`src/rtl/bseq_pkg.sv`:
```
package bseq_pkg;

    localparam int SEL_W  = 3;
    localparam int OP_W   = 4;
    localparam int NSTAT  = 4;

    typedef enum logic [SEL_W-1:0] {
        H_ZERO  = 3'd0,
        H_ONE   = 3'd1,
        H_S1    = 3'd2,
        H_S3    = 3'd3,
        H_OVF   = 3'd4,
        H_CARRY = 3'd5,
        H_KBD   = 3'd6,
        H_NONE  = 3'd7
    } hsel_e;

    typedef enum logic [SEL_W-1:0] {
        L_ZERO  = 3'd0,
        L_ONE   = 3'd1,
        L_S0    = 3'd2,
        L_S2    = 3'd3,
        L_ALUZ  = 3'd4,
        L_Q     = 3'd5,
        L_SAVC  = 3'd6,
        L_NONE  = 3'd7
    } lsel_e;

    typedef enum logic [OP_W-1:0] {
        ST_IDLE    = 4'd0,
        ST_SET_S0  = 4'd1,
        ST_CLR_S0  = 4'd5,
        ST_CLR_KBD = 4'd9,
        ST_SET_NZ  = 4'd10,
        ST_SET_Z   = 4'd11,
        ST_SET_OVF = 4'd12,
        ST_CLR_ALL = 4'd13,
        ST_SET_PE  = 4'd14,
        ST_SPARE   = 4'd15
    } stop_e;

    typedef struct packed {
        logic             perr;
        logic             kbd;
        logic             ovf;
        logic [NSTAT-1:0] s;
    } flags_t;

    // Code that sets general flag idx; the clearing codes follow the setting ones
    function automatic logic [OP_W-1:0] set_code(input int idx);
        return OP_W'(int'(ST_SET_S0) + idx);
    endfunction

    function automatic logic [OP_W-1:0] clr_code(input int idx);
        return OP_W'(int'(ST_CLR_S0) + idx);
    endfunction

endpackage

```
`src/rtl/bseq_hi_cond.sv`:
```
module bseq_hi_cond
    import bseq_pkg::*;
(
    input  hsel_e  sel,
    input  flags_t flg,
    input  logic   carry,
    output logic   bit_out
);
    always_comb begin
        unique case (sel)
            H_ZERO:  bit_out = 1'b0;
            H_ONE:   bit_out = 1'b1;
            H_S1:    bit_out = flg.s[1];
            H_S3:    bit_out = flg.s[3];
            H_OVF:   bit_out = flg.ovf;
            H_CARRY: bit_out = carry;
            H_KBD:   bit_out = flg.kbd;
            default: bit_out = 1'b0;
        endcase
    end
endmodule

```
`src/rtl/bseq_lo_cond.sv`:
```
module bseq_lo_cond
    import bseq_pkg::*;
(
    input  lsel_e  sel,
    input  flags_t flg,
    input  logic   alu_zero,
    input  logic   q_flag,
    input  logic   sav_carry,
    output logic   bit_out
);
    always_comb begin
        unique case (sel)
            L_ZERO:  bit_out = 1'b0;
            L_ONE:   bit_out = 1'b1;
            L_S0:    bit_out = flg.s[0];
            L_S2:    bit_out = flg.s[2];
            L_ALUZ:  bit_out = alu_zero;
            L_Q:     bit_out = q_flag;
            L_SAVC:  bit_out = sav_carry;
            default: bit_out = 1'b0;
        endcase
    end
endmodule

```
`src/rtl/bseq_status.sv`:
```
module bseq_status
    import bseq_pkg::*;
(
    input  logic              clk,
    input  logic              rst,
    input  logic [OP_W-1:0]   op,
    input  logic              alu_zero,
    input  logic              ovf_take,
    input  logic              kbd_set,
    output flags_t            flg
);
    flags_t nxt;

    always_comb begin
        nxt = flg;
        for (int i = 0; i < NSTAT; i++) begin
            if (op == set_code(i))
                nxt.s[i] = 1'b1;
            else if (op == clr_code(i) || op == ST_CLR_ALL)
                nxt.s[i] = 1'b0;
        end
        if (op == ST_SET_NZ && !alu_zero)
            nxt.s[0] = 1'b1;
        if (op == ST_SET_Z && alu_zero)
            nxt.s[1] = 1'b1;
        // destructive overflow test clears; a set in the same cycle wins
        if (op == ST_SET_OVF)
            nxt.ovf = 1'b1;
        else if (ovf_take)
            nxt.ovf = 1'b0;
        // peripheral request wins over a clear in the same cycle
        if (kbd_set)
            nxt.kbd = 1'b1;
        else if (op == ST_CLR_KBD)
            nxt.kbd = 1'b0;
        if (op == ST_SET_PE)
            nxt.perr = 1'b1;
    end

    always_ff @(posedge clk) begin
        if (rst)
            flg <= '0;
        else
            flg <= nxt;
    end
endmodule

```
`src/rtl/bseq_sequencer.sv`:
```
module bseq_sequencer
    import bseq_pkg::*;
#(
    parameter int FIX_W = 9
) (
    input  logic              clk,
    input  logic              rst,
    input  logic [FIX_W-1:0]  fix_addr,
    input  logic [2:0]        hsel,
    input  logic [2:0]        lsel,
    input  logic [3:0]        stat_op,
    input  logic              alu_zero,
    input  logic              carry,
    input  logic              sav_carry,
    input  logic              q_flag,
    input  logic              kbd_set,
    output logic [FIX_W+1:0]  uaddr,
    output logic [3:0]        sflags,
    output logic              ovf,
    output logic              kbd,
    output logic              perr
);
    localparam int ADDR_W = FIX_W + 2;

    flags_t flg;
    logic   h_bit;
    logic   l_bit;
    hsel_e  hs;
    lsel_e  ls;

    assign hs = hsel_e'(hsel);
    assign ls = lsel_e'(lsel);

    bseq_hi_cond u_hi (
        .sel     (hs),
        .flg     (flg),
        .carry   (carry),
        .bit_out (h_bit)
    );

    bseq_lo_cond u_lo (
        .sel       (ls),
        .flg       (flg),
        .alu_zero  (alu_zero),
        .q_flag    (q_flag),
        .sav_carry (sav_carry),
        .bit_out   (l_bit)
    );

    bseq_status u_st (
        .clk      (clk),
        .rst      (rst),
        .op       (stat_op),
        .alu_zero (alu_zero),
        .ovf_take (hs == H_OVF),
        .kbd_set  (kbd_set),
        .flg      (flg)
    );

    always_ff @(posedge clk) begin
        if (rst)
            uaddr <= '0;
        else
            uaddr <= ADDR_W'({fix_addr, h_bit, l_bit});
    end

    assign sflags = flg.s;
    assign ovf    = flg.ovf;
    assign kbd    = flg.kbd;
    assign perr   = flg.perr;
endmodule

```
`config.mk`:
```
export PLATFORM = sky130hd
export DESIGN_NAME = bseq_sequencer
export DESIGN_NICKNAME = d
export VERILOG_FILES = /design/src/rtl/bseq_pkg.sv /design/src/rtl/bseq_hi_cond.sv /design/src/rtl/bseq_lo_cond.sv /design/src/rtl/bseq_status.sv /design/src/rtl/bseq_sequencer.sv
export SDC_FILE = /design/constraint.sdc
export NUM_CORES = 1
export LEC_CHECK = 0
export BUFFER_PORTS_ARGS = -buffer_cell sky130_fd_sc_hd__buf_2
export CORE_MARGIN = 2
export CORE_UTILIZATION = 44
export CTS_CLUSTER_DIAMETER = 120
export DETAILED_ROUTE_END_ITERATION = 16
export GPL_TIMING_DRIVEN = 0
export PLACE_DENSITY = 0.83
export SKIP_LAST_GASP = 1
export SLEW_MARGIN = 20
export SYNTH_ARGS = -nofsm -noshare
export SYNTH_HDL_FRONTEND = slang
export SYNTH_SLANG_ARGS = --single-unit
```
`constraint.sdc`:
```
create_clock -name clk -period 3 [get_ports clk]
set_input_delay 0 -clock clk [delete_from_list [all_inputs] [get_ports clk]]
set_output_delay 0 -clock clk [all_outputs]
set_load 0.005 [all_outputs]
```
Word-level counts from Yosys, hierarchy flattened. Index checks and enable logic that the tools add are counted.

Register bits after elaboration: 18. Output and inout bits: 18. Logic and storage cells: 63.

Eq/ne operators: 26. Mux-type cells: 16. Reductions and logical operators: 13.

Operators by type and width (number): $eq A4 B4 Y1 const B (7); $eq A3 B3 Y1 const B (6); $eq A4 B3 Y1 const B (4); $mux W1 (14); $eq A3 B2 Y1 const B (4); $pmux W1 S6 (2); $eq A4 B2 Y1 const B (2); $reduce_bool A2 Y1 (4); $eq A3 B1 Y1 const B (2); $reduce_bool A3 Y1 (2); $eq A4 B1 Y1 const B (1); $logic_or A1 B1 Y1 (4); $logic_and A1 B1 Y1 (2); $logic_not A1 Y1 (1).

Depth between registers and ports, before layout.
Depth in word-level cells: 5. Mapped depth: 5. Depth with buffers taken out: 4.

Cells and area by module. A second synthesis with hierarchy kept.

Cell total of the unflattened synthesis: 82. Area total of the unflattened synthesis: 818.3 sq um.

Modules (own cells, without submodules): bseq_sequencer (instances 1, cells each 24, area each 345.3 sq um, seq. area each 220.2 sq um); bseq_status (instances 1, cells each 40, area each 337.8 sq um, seq. area each 140.1 sq um); bseq_hi_cond (instances 1, cells each 9, area each 67.6 sq um, seq. area each 0.0 sq um); bseq_lo_cond (instances 1, cells each 9, area each 67.6 sq um, seq. area each 0.0 sq um).

Least setup slack after synthesis. Ideal clock, no wire load.

Path kind: reg-to-reg. From: reg, netlist name u_st.flg[1]. To: reg uaddr[1]. Setup time: 0.100 ns. Arrival time: 1.178 ns. Data required time: 2.900 ns. Setup slack: 1.722 ns. Cell stages (with the launch flop): 5. Buffers on the path: 0. Path through: dfxtp_1 -> nor2_1 -> or3_1 -> a22o_1 -> a2111oi_4.

Cells in the longest elaborated chain, start to end: 1.

Ends and longest elaborated chain: $pmux W1 S6 (RTL line bseq_hi_cond.sv:10) `unique case (sel)`; to (signal assigned) (RTL line bseq_sequencer.sv:64) `uaddr <= ADDR_W'({fix_addr, h_bit, l_bit});`; to (decl) (RTL line bseq_sequencer.sv:17) `output logic [FIX_W+1:0] uaddr,`.

Every way passes these cells. A chain may end at the register's enable or synchronous reset.

Worst setup path in the final report.
From: reg, netlist name u_st.flg[2]. To: reg uaddr[0].

Cells in the longest elaborated chain, start to end: 1.

Ends and longest elaborated chain: $pmux W1 S6 (RTL line bseq_lo_cond.sv:12) `unique case (sel)`.

Every way passes these cells.

==> metrics <==
final hold vios 0; Post-synth EDFFs 0; total power draw 462 uW; Placed Cells 143; RePlAce Congestion 0.775; Yosys top cell area share 47.8%; DRT iter0 DRCs 27; area fraction in compound gates after synthesis 19.2%; CP startpoint kind flop; # port buffers 41; CTS clk-pin slew, worst paths 0.09 ns; RSZ-0062 raised after global routing false; Finished Cell Area 1120 um^2; type of destination of the critical path flop; Mapped Cells 86; router iterations before antenna repair 4; io pins 44; vias per std cell 5.15; synthesized cell area 754 um^2; largest family of logic cells by synthesized area simple AND/OR/NAND/NOR gates; WS Path Type reg2reg; Core Util, Final 72.0%; WP data required 3.24 ns; Synth Warn # 0; CTS Sinks 18; Place WS 1.66 ns; CTS tree built; HP Start rst; synthesized area per cell 8.77 um^2; P_sw 115 uW; outcome complete, no violations; first-pass GRT wire length 2.91 mm; sequential-to-total area share from yosys stat 47.8%; DR DRC count 0; post-detailed-routing wire length 1.83 mm; Max Cap Viol 0; area share of fa/ha/maj cells after synthesis 0%; Antenna diodes 0; clk_lat worst skew 0.29 ns; Switching Fraction 25.0%; Final WS setup 1.51 ns; vias in the first global route 697; post-synth cell types 24; Post-synth top cells 18 x dfxtp_1, 13 x nor2b_1, 8 x a21oi_1, 8 x nand2_1, 8 x nor2_1; post-synthesis mux area share 4.31%; Setup crit start u_st.flg[2]$_SDFFE_PP0P_; fmax 672 MHz; Tcrit/Tclk final 49.6%; DIE AREA 2060 um^2; Via Count 813; H-tree depth 1; Seq pwr share 55.6%; clock tree buffer depth 2; Setup-failing EPs final 0; final cell count without fillers 158; placed cell areas 980 um^2; clock power share 25.5%; grt total ovfl 0; WP data arrival 1.73 ns; pwr dens 412 nW/um^2; chip width 45.4 um; largest net degree at the start of global routing 11; GRT Overall Usage 20.3%; ys async rst share 0%; Starting Density 48.4%; DR WL/cell 11.6 um; area grow syn2layout 48.8%; CP Max Fanout 4; LEAKAGE 0.534 nW; initial antenna violation count 0; Synth area leader dfxtp_1; Synth Area in XOR/XNOR 0%; synth top area cells dfxtp_1 48%, nor2b_1 11%, a21oi_1 5.3%; Comb pwr share 18.9%; Critical R2R Launch u_st.flg[2]$_SDFFE_PP0P_; Hold WC Path Type in2reg; Setup Skew 0.00364 ns; post-CTS setup buffers 0; most numerous cell in the Yosys netlist dfxtp_1; simple-gate share of the synthesized area 25.5%; Most used DFF post-synth dfxtp_1; core footprint 1560 um^2; Worst slew margin 71.0%; synthesis-stage register bit count 18; min cycle time layout 1.49 ns; Worst VDD drop 0.275 mV; setup_tns 0 ns; Synthesized Nets 112; post-route antenna net violation count 0; max-slew violations 0; nets@finish 170; actual slew at the worst max-slew pin 0.435 ns; clk root buf clkbuf_4; internal power 347 uW; num rows 14; die height 45.4 um; worst hold slack 0.00422 ns; CTS Buf Count 3; share of layout cells above drive strength 1 34.5%
## cells by family (layout without fill, tap and decap cells)
kind of cell           after synthesis  count (layout)
buffers and inverters                6              62
AOI/OAI and AO/OA                   21              21
DFF                                 18              18
muxes                                3               3
and+or+nand+nor                     38              38
## placed cells by master (no fill, tap or decap), drive strengths merged, types with 3 or more instances in the layout
cell         synthesis  routed
dlygate4sd3          0      12
o21ai                5       5
dfxtp               18      18
clkbuf               2       5
a21oi                8       8
inv                  3       3
nor2                 8       8
buf                  1      42
nand2                8       8
nor2b               13      13
## path summary, 6_finish.rpt
kind	end	slack, ns	cells past startpoint
setup / recovery	uaddr[0]$_SDFF_PP0_	1.51	5
hold / removal	uaddr[6]$_SDFF_PP0_	0.004	2
setup reg to reg	uaddr[0]$_SDFF_PP0_	1.51	5
hold reg to reg	u_st.flg[3]$_SDFFE_PP0P_	0.51	2
## repair_timing
item                      4_1_cts  5_1_grt
hold endpoints to repair       11        0
hold buffers                   12        0
gates resized for setup         0        0
## sequential cells by signal, indices dropped and copies added, names as in the netlist
register,cells
u_st.flg,7
uaddr,11
## critical path, stage by stage, from the launching register on
cell and delay [ns]:
dfxtp_1 0.39, inv_1 0.05, o221ai_1 0.21, nand2_1 0.09, a21oi_1 0.13, dlygate4sd3_1 0.57
## routing by layer
layer | vias to the layer above | global-route usage, % | wire length [um]
met2 | 33 | 32.1 | 888
met3 | 4 | 7.14 | 116
li1 | 409 | - | -
met5 | - | 0 | 0
met4 | 0 | 10.6 | 30
met1 | 367 | 23.8 | 799
## power groups by stage
| stage | Clock (mW) | Combinational, mW | Sequential (mW) |
|---|---|---|---|
| floorplan | 0 | 0.0340 | 0.264 |
| global placement | 0 | 0.0719 | 0.262 |
| detailed placement | 0 | 0.0744 | 0.263 |
| CTS | 0.119 | 0.0871 | 0.257 |
| global route | 0.131 | 0.0973 | 0.259 |
| finish | 0.118 | 0.0872 | 0.257 |
## final cells by class
class | count | area (um^2)
Buffer | 3 | 12.5
Clock buffer | 3 | 22.5
Fill cell | 128 | 437
Inverter | 3 | 11.3
Multi-Input combinational cell | 62 | 370
Sequential cell | 18 | 360
Tap cell | 16 | 20.0
Timing Repair Buffer | 53 | 325
Note: power is estimated with default switching activity, not from simulation.
